--- config.mk ---
export PLATFORM = sky130hd
export DESIGN_NAME = ftzMul
export DESIGN_NICKNAME = d
export VERILOG_FILES = /design/src/rtl/ftzMulPkg.sv /design/src/rtl/ftzMulCtrl.sv /design/src/rtl/ftzMulRound.sv /design/src/rtl/ftzMulDp.sv /design/src/rtl/ftzMul.sv
export SDC_FILE = /design/constraint.sdc
export NUM_CORES = 2
export LEC_CHECK = 0
export ABC_AREA = 0
export BUFFER_PORTS_ARGS = -buffer_cell sky130_fd_sc_hd__buf_4
export CAP_MARGIN = 20
export CELL_PAD_IN_SITES_DETAIL_PLACEMENT = 0
export CELL_PAD_IN_SITES_GLOBAL_PLACEMENT = 1
export CORE_MARGIN = 1
export CORE_UTILIZATION = 38
export DETAILED_ROUTE_END_ITERATION = 6
export PLACE_DENSITY = 0.64
export SYNTH_ARGS = -nofsm -noshare
export SYNTH_HDL_FRONTEND = slang
export SYNTH_HIERARCHICAL = 1
export SYNTH_SLANG_ARGS = --single-unit
--- constraint.sdc ---
create_clock -name clk -period 3.9 [get_ports clk]
set_input_delay 0.195 -clock clk [delete_from_list [all_inputs] [get_ports clk]]
set_output_delay 0.195 -clock clk [all_outputs]
set_load 0.01 [all_outputs]
--- src/rtl/ftzMulPkg.sv ---
package ftzMulPkg;

  typedef struct packed {
    logic s1Load;
    logic s2Load;
    logic outLoad;
  } pipeCtrl_t;

  typedef enum logic [1:0] {
    KIND_NORM = 2'b00,
    KIND_ZERO = 2'b01,
    KIND_INF  = 2'b10,
    KIND_NAN  = 2'b11
  } opKind_t;

  typedef enum logic [1:0] {
    RM_NEAR = 2'b00,
    RM_ZERO = 2'b01,
    RM_UP   = 2'b10,
    RM_DOWN = 2'b11
  } rndMode_t;

  localparam int FLAG_W       = 6;
  localparam int FB_INFLUSH   = 5;
  localparam int FB_OUTFLUSH  = 4;
  localparam int FB_INVALID   = 3;
  localparam int FB_OVERFLOW  = 2;
  localparam int FB_UNDERFLOW = 1;
  localparam int FB_INEXACT   = 0;

endpackage

--- src/rtl/ftzMulCtrl.sv ---
module ftzMulCtrl
  import ftzMulPkg::*;
(
  input  logic      clk,
  input  logic      rstN,
  input  logic      issue,
  input  logic      guard,
  output pipeCtrl_t ctl,
  output logic      resWe
);

  logic v1Q, v2Q, weQ;

  // only guarded operations travel down the pipe
  always_ff @(posedge clk or negedge rstN) begin
    if (!rstN) begin
      v1Q <= 1'b0;
      v2Q <= 1'b0;
      weQ <= 1'b0;
    end else begin
      v1Q <= issue & guard;
      v2Q <= v1Q;
      weQ <= v2Q;
    end
  end

  always_comb begin
    ctl.s1Load  = issue & guard;
    ctl.s2Load  = v1Q;
    ctl.outLoad = v2Q;
  end

  assign resWe = weQ;

endmodule

--- src/rtl/ftzMulRound.sv ---
module ftzMulRound
  import ftzMulPkg::*;
#(
  parameter int FRAC_W = 23
) (
  input  logic [FRAC_W-1:0] fracIn,
  input  logic              gBit,
  input  logic              sBit,
  input  logic              sign,
  input  rndMode_t          mode,
  output logic [FRAC_W-1:0] fracOut,
  output logic              carry,
  output logic              inexact
);

  logic inc;

  always_comb begin
    unique case (mode)
      RM_NEAR: inc = gBit & (sBit | fracIn[0]);
      RM_ZERO: inc = 1'b0;
      RM_UP:   inc = ~sign & (gBit | sBit);
      RM_DOWN: inc =  sign & (gBit | sBit);
      default: inc = 1'b0;
    endcase
  end

  // an all-ones fraction wraps to zero and bumps the exponent
  assign fracOut = fracIn + FRAC_W'(inc);
  assign carry   = (&fracIn) & inc;
  assign inexact = gBit | sBit;

endmodule

--- src/rtl/ftzMulDp.sv ---
module ftzMulDp
  import ftzMulPkg::*;
#(
  parameter int EXP_W  = 8,
  parameter int FRAC_W = 23,
  localparam int W     = 1 + EXP_W + FRAC_W
) (
  input  logic              clk,
  input  logic              rstN,
  input  pipeCtrl_t         ctl,
  input  logic [W-1:0]      opA,
  input  logic [W-1:0]      opB,
  input  logic [1:0]        rndMode,
  output logic [W-1:0]      resVal,
  output logic [FLAG_W-1:0] excFlags
);

  localparam int MAN_W    = FRAC_W + 1;
  localparam int PROD_W   = 2 * MAN_W;
  localparam int EW       = EXP_W + 2;
  localparam int BIAS     = (1 << (EXP_W - 1)) - 1;
  localparam int EXP_ALL1 = (1 << EXP_W) - 1;
  localparam logic signed [EW-1:0] EXP_TOP   = EW'(EXP_ALL1);
  localparam logic signed [EW-1:0] EXP_ZERO  = '0;
  localparam logic signed [EW-1:0] EXP_FLOOR = EW'(-FRAC_W);
  localparam logic signed [EW-1:0] BIAS_S    = EW'(BIAS);

  // ---------------- stage 1: classify and multiply ----------------
  logic [W-1:0]      opIn   [2];
  logic [EXP_W-1:0]  expF   [2];
  logic [FRAC_W-1:0] fracF  [2];
  logic              isZero [2];
  logic              isDen  [2];
  logic              isInf  [2];
  logic              isNan  [2];
  logic              isSnan [2];

  assign opIn[0] = opA;
  assign opIn[1] = opB;

  for (genvar g = 0; g < 2; g++) begin : gClass
    assign expF[g]   = opIn[g][W-2 -: EXP_W];
    assign fracF[g]  = opIn[g][FRAC_W-1:0];
    assign isZero[g] = (expF[g] == '0);
    assign isDen[g]  = (expF[g] == '0) & (|fracF[g]);
    assign isInf[g]  = (&expF[g]) & ~(|fracF[g]);
    assign isNan[g]  = (&expF[g]) &  (|fracF[g]);
    assign isSnan[g] = isNan[g] & ~fracF[g][FRAC_W-1];
  end

  opKind_t              kind1;
  logic                 inv1;
  logic                 sign1;
  logic signed [EW-1:0] expSum1;
  logic [PROD_W-1:0]    prod1;

  always_comb begin
    kind1 = KIND_NORM;
    inv1  = 1'b0;
    if (isNan[0] | isNan[1]) begin
      kind1 = KIND_NAN;
      inv1  = isSnan[0] | isSnan[1];
    end else if ((isInf[0] & isZero[1]) | (isInf[1] & isZero[0])) begin
      kind1 = KIND_NAN;
      inv1  = 1'b1;
    end else if (isInf[0] | isInf[1]) begin
      kind1 = KIND_INF;
    end else if (isZero[0] | isZero[1]) begin
      kind1 = KIND_ZERO;
    end
  end

  assign sign1   = opA[W-1] ^ opB[W-1];
  assign expSum1 = $signed({2'b00, expF[0]}) + $signed({2'b00, expF[1]}) - BIAS_S;
  assign prod1   = {1'b1, fracF[0]} * {1'b1, fracF[1]};

  opKind_t              s1Kind;
  logic                 s1Inv, s1Ifz, s1Sign;
  logic signed [EW-1:0] s1Exp;
  logic [PROD_W-1:0]    s1Prod;
  rndMode_t             s1Mode;

  always_ff @(posedge clk or negedge rstN) begin
    if (!rstN) begin
      s1Kind <= KIND_ZERO;
      s1Inv  <= 1'b0;
      s1Ifz  <= 1'b0;
      s1Sign <= 1'b0;
      s1Exp  <= '0;
      s1Prod <= '0;
      s1Mode <= RM_NEAR;
    end else if (ctl.s1Load) begin
      s1Kind <= kind1;
      s1Inv  <= inv1;
      s1Ifz  <= isDen[0] | isDen[1];
      s1Sign <= sign1;
      s1Exp  <= expSum1;
      s1Prod <= prod1;
      s1Mode <= rndMode_t'(rndMode);
    end
  end

  // ---------------- stage 2: normalise, round, pack ----------------
  logic                 hi;
  logic [FRAC_W-1:0]    fracN;
  logic [MAN_W-1:0]     restN;
  logic signed [EW-1:0] expN, expR;
  logic [FRAC_W-1:0]    fracR;
  logic                 carryR, inexactR;

  assign hi    = s1Prod[PROD_W-1];
  assign fracN = hi ? s1Prod[PROD_W-2 -: FRAC_W] : s1Prod[PROD_W-3 -: FRAC_W];
  assign restN = hi ? s1Prod[MAN_W-1:0] : {s1Prod[MAN_W-2:0], 1'b0};
  assign expN  = s1Exp + $signed(EW'(hi));

  ftzMulRound #(.FRAC_W(FRAC_W)) uRound (
    .fracIn  (fracN),
    .gBit    (restN[MAN_W-1]),
    .sBit    (|restN[MAN_W-2:0]),
    .sign    (s1Sign),
    .mode    (s1Mode),
    .fracOut (fracR),
    .carry   (carryR),
    .inexact (inexactR)
  );

  assign expR = expN + $signed(EW'(carryR));

  logic [W-1:0]      val2;
  logic [FLAG_W-1:0] flags2;
  logic              toInf;

  always_comb begin
    toInf = (s1Mode == RM_NEAR) | ((s1Mode == RM_UP) & ~s1Sign) |
            ((s1Mode == RM_DOWN) & s1Sign);
    val2   = '0;
    flags2 = '0;
    unique case (s1Kind)
      KIND_NAN:  val2 = '1;
      KIND_INF:  val2 = {s1Sign, {EXP_W{1'b1}}, {FRAC_W{1'b0}}};
      KIND_ZERO: val2 = {s1Sign, {(W-1){1'b0}}};
      default: begin
        if (expR >= EXP_TOP) begin
          flags2[FB_OVERFLOW] = 1'b1;
          flags2[FB_INEXACT]  = 1'b1;
          val2 = toInf ? {s1Sign, {EXP_W{1'b1}}, {FRAC_W{1'b0}}}
                       : {s1Sign, {(EXP_W-1){1'b1}}, 1'b0, {FRAC_W{1'b1}}};
        end else if (expR <= EXP_ZERO) begin
          flags2[FB_UNDERFLOW] = 1'b1;
          flags2[FB_INEXACT]   = 1'b1;
          flags2[FB_OUTFLUSH]  = (expR >= EXP_FLOOR);
          val2 = {s1Sign, {(W-1){1'b0}}};
        end else begin
          flags2[FB_INEXACT] = inexactR;
          val2 = {s1Sign, expR[EXP_W-1:0], fracR};
        end
      end
    endcase
    flags2[FB_INFLUSH] = s1Ifz;
    flags2[FB_INVALID] = s1Inv;
  end

  logic [W-1:0]      s2Val;
  logic [FLAG_W-1:0] s2Flags;

  always_ff @(posedge clk or negedge rstN) begin
    if (!rstN) begin
      s2Val   <= '0;
      s2Flags <= '0;
    end else if (ctl.s2Load) begin
      s2Val   <= val2;
      s2Flags <= flags2;
    end
  end

  // ---------------- stage 3: commit ----------------
  always_ff @(posedge clk or negedge rstN) begin
    if (!rstN) begin
      resVal   <= '0;
      excFlags <= '0;
    end else begin
      if (ctl.outLoad) resVal <= s2Val;
      excFlags <= ctl.outLoad ? s2Flags : '0;
    end
  end

endmodule

--- src/rtl/ftzMul.sv ---
module ftzMul
  import ftzMulPkg::*;
#(
  parameter int EXP_W  = 8,
  parameter int FRAC_W = 23
) (
  input  logic                       clk,
  input  logic                       rstN,
  input  logic                       issue,
  input  logic                       guard,
  input  logic [1:0]                 rndMode,
  input  logic [EXP_W+FRAC_W:0]      opA,
  input  logic [EXP_W+FRAC_W:0]      opB,
  output logic                       resWe,
  output logic [EXP_W+FRAC_W:0]      resVal,
  output logic [FLAG_W-1:0]          excFlags
);

  pipeCtrl_t ctl;

  ftzMulCtrl uCtrl (
    .clk   (clk),
    .rstN  (rstN),
    .issue (issue),
    .guard (guard),
    .ctl   (ctl),
    .resWe (resWe)
  );

  ftzMulDp #(.EXP_W(EXP_W), .FRAC_W(FRAC_W)) uDp (
    .clk      (clk),
    .rstN     (rstN),
    .ctl      (ctl),
    .opA      (opA),
    .opB      (opB),
    .rndMode  (rndMode),
    .resVal   (resVal),
    .excFlags (excFlags)
  );

endmodule

==> impl_metrics.ini <==
[status]
outcome = finished, violations left
violations = setup timing

[logic_synthesis]
syn_inst = 2821
synth-main-ff-cell = dfrtp_1
synth_edf_count = 0
syn_nets = 3566
yosysSeqAreaShare_pct = 13.80
synth.distinct_cells = 77
yosysWarningCount = 6
netlist_area_um2 = 26130
synth.avg_cell_area_um2 = 9.261
ys_ff_latch = 144
async_flop_share_pct = 100.0

[final_layout]
layout_commonest_cell = inv_1
layout-area-overhead-vs-synth_pct = 30.67
fin_cells = 4141
drive_above_1_share_pct = 31.82
nets = 4001
fillCellCount = 6282
layout_common_cells = 566 x inv_1, 451 x fa_1, 412 x buf_4
n_antenna_cell = 0

[drt]
num_vias = 20723
vias_per_cell = 5.004
first_pass_iters = 5
ant_nets = 0
drt-total-wl_mm = 79.81
remaining_drc_errors = 0
wl_per_cell_um = 19.27
drt_iter0_markers = 1013

[floorplan]
num_rows = 95
initial_utilization_pct = 38.63
die_area_um2 = 69800
die_y_um = 264.2
ios = 109
core_um2 = 67630
fp.dieW_um = 264.2

[clock_tree]
clockBufferDepth = 2
worstSkewPairLatency_ns = 0.43
cts_tree = done
clkTransAtPathRegs_ns = 0.06
numClockSinks = 144
clock-root-buffer = clkbuf_16
cts_buffers = 17
htreeDepth = 4

[placement]
place.gp.congestion = 0.9007
portBuffers = 108
dp_hpwl_mm = 65.33
dp_slack_ns = -3.010
dp.cells = 4018

[timing]
final.setup.worst_slack_ns = -2.183
hold_violations = 0
max_freq_mhz = 164.4
setup_viol = 63
relSlewSlack_pct = 47.40
final.min_clock_period_ns = 6.083
fin_tns_setup_ns = -74.84
worst_pin_slew_ns = 0.7881
slew_viol_final = 0
finalClockSkew_ns = 0.009167
fin_crit_sh_pct = 156.0
rsz0062_at_grt = true
hold-worst-slack_ns = 0.01894

[worst_setup_path]
cp_data_required_time_ns = 4.23
end_kind = flop
criticalPathCategory = input pin to flop
critPathMaxFanout = 7
r2r_slack_ns = -0.27
start_kind = input pin
crit_arrival_ns = 6.41

[grt]
grt_max_degree = 79
grt_pass1_wl_mm = 127.5
antenna_found_initial = 1
overflow = 0
grt_pass1_vias = 23386
grt_use_total_pct = 23.58

[worst_hold_path]
min_path_type = input pin to flop

[run]
cap_violations = 0
[worst max-delay path: stages]
cell and delay, ns:
buf_12 0.11, buf_6 0.11, nand2_4 0.04, fa_1 0.52, inv_2 0.04, fa_1 0.62, inv_2 0.06, fa_2 0.55
fa_1 0.43, inv_2 0.08, fa_2 0.47, fa_1 0.54, inv_2 0.04, fa_1 0.52, inv_2 0.05, ha_4 0.27
buf_4 0.11, buf_6 0.11, buf_6 0.11, nand2_4 0.06, o21a_4 0.22, a21oi_2 0.19, o211ai_1 0.11, buf_4 0.19
a211oi_4 0.33, nor3_2 0.07, o31ai_1 0.23
[final timing paths]
path / from / endpoint / cells after the start
max: opB[3] / uDp/s1Prod[43] / 27
min: rndMode[1] / uDp/s1Mode[1] / 2
max reg2reg: uDp/s1Prod[47] / uDp/s2Val[17] / 18
min reg2reg: uDp/s1Ifz / uDp/s1Ifz / 1
max in group asynchronous: rstN / uDp/s1Kind[0] / 3
min in group asynchronous: rstN / uDp/resVal[30] / 2
[state kept, by name, summed over array words and instances, names as in the netlist]
| register | cells |
|---|---|
| uCtrl/resWe | 1 |
| uDp/excFlags | 6 |
| uDp/s1Sign | 1 |
| uDp/s1Kind | 2 |
| uDp/s1Ifz | 1 |
| uDp/s1Exp | 10 |
| uDp/s2Val | 32 |
| uDp/s1Mode | 2 |
| uCtrl/v1Q | 1 |
| uCtrl/v2Q | 1 |
| uDp/s1Inv | 1 |
| uDp/resVal | 32 |
| uDp/s2Flags | 6 |
| uDp/s1Prod | 48 |
[kinds of logic after synthesis]
group | after synthesis | share of synthesized area (%)
simple gates | 805 | 15.36
buf+inv | 764 | 11.08
fa+ha+maj | 675 | 46.24
compound gates | 257 | 6.671
flops | 144 | 13.80
mux | 101 | 4.344
xor+xnor | 75 | 2.514
[cell usage after synthesis (6+ instances only)]
cell	instances	area, um2
nand4_1	33	206.5
nor3_1	20	100.1
o21bai_1	11	82.58
o211ai_1	6	45.04
a21oi_1	86	430.4
xor2_1	37	324.1
o21a_1	11	82.58
a31oi_1	7	43.79
a221o_2	19	214.0
clkbuf_1	137	514.2
fa_1	484	9689
a211oi_1	9	67.56
and3_1	8	50.05
and2_1	247	1545
inv_1	613	2301
dfrtp_1	143	3578
a21o_1	18	135.1
ha_1	191	2390
mux2_2	99	1115
xnor2_1	38	332.8
o31ai_1	6	45.04
nand2_1	324	1216
o21ai_0	39	195.2
nand3_1	29	145.1
nor2_1	90	337.8
nor4_1	20	125.1
o21ai_1	7	35.03
[area by class of cell]
type / instances / area, um2 / share of cell area [%]
Timing Repair Buffer: 563 / 5225 / 15.31
Inverter: 617 / 2367 / 6.934
Multi-Input combinational cell: 1913 / 21290 / 62.38
Clock buffer: 18 / 439.2 / 1.286
Clock inverter: 13 / 113.9 / 0.3335
Tap cell: 873 / 1092 / 3.200
Sequential cell: 144 / 3606 / 10.56
[per-layer routing]
layer	up-vias	global-route usage [%]	routed length, um
li1	9514	-	-
met1	10725	30.46	34210
met2	389	41.70	40320
met3	95	2.507	3047
met4	0	6.521	2233
met5	-	0	0
[per-stage QoR]
stage | cell area (um2) | utilization (%)
CTS | 33220 | 49.11
global route | 34140 | 50.47
global placement | 30810 | 45.56
finish | 34140 | 50.47
detailed placement | 30810 | 45.56
floorplan | 27220 | -
[repair_timing]
action / 4_1_cts / 5_1_grt
resized for setup: 326 / 131
hold endpoints to repair: 77 / 0
hold buffers: 2 / 0
buffers inserted: 46 / 48
gates cloned: 3 / 4
pin swaps: 127 / 86
endpoints found under the setup margin: 64 / 73
Power is left out: the tool's default activity adds up to more than one toggle a clock period on the data nets, which glitch-free logic cannot reach.
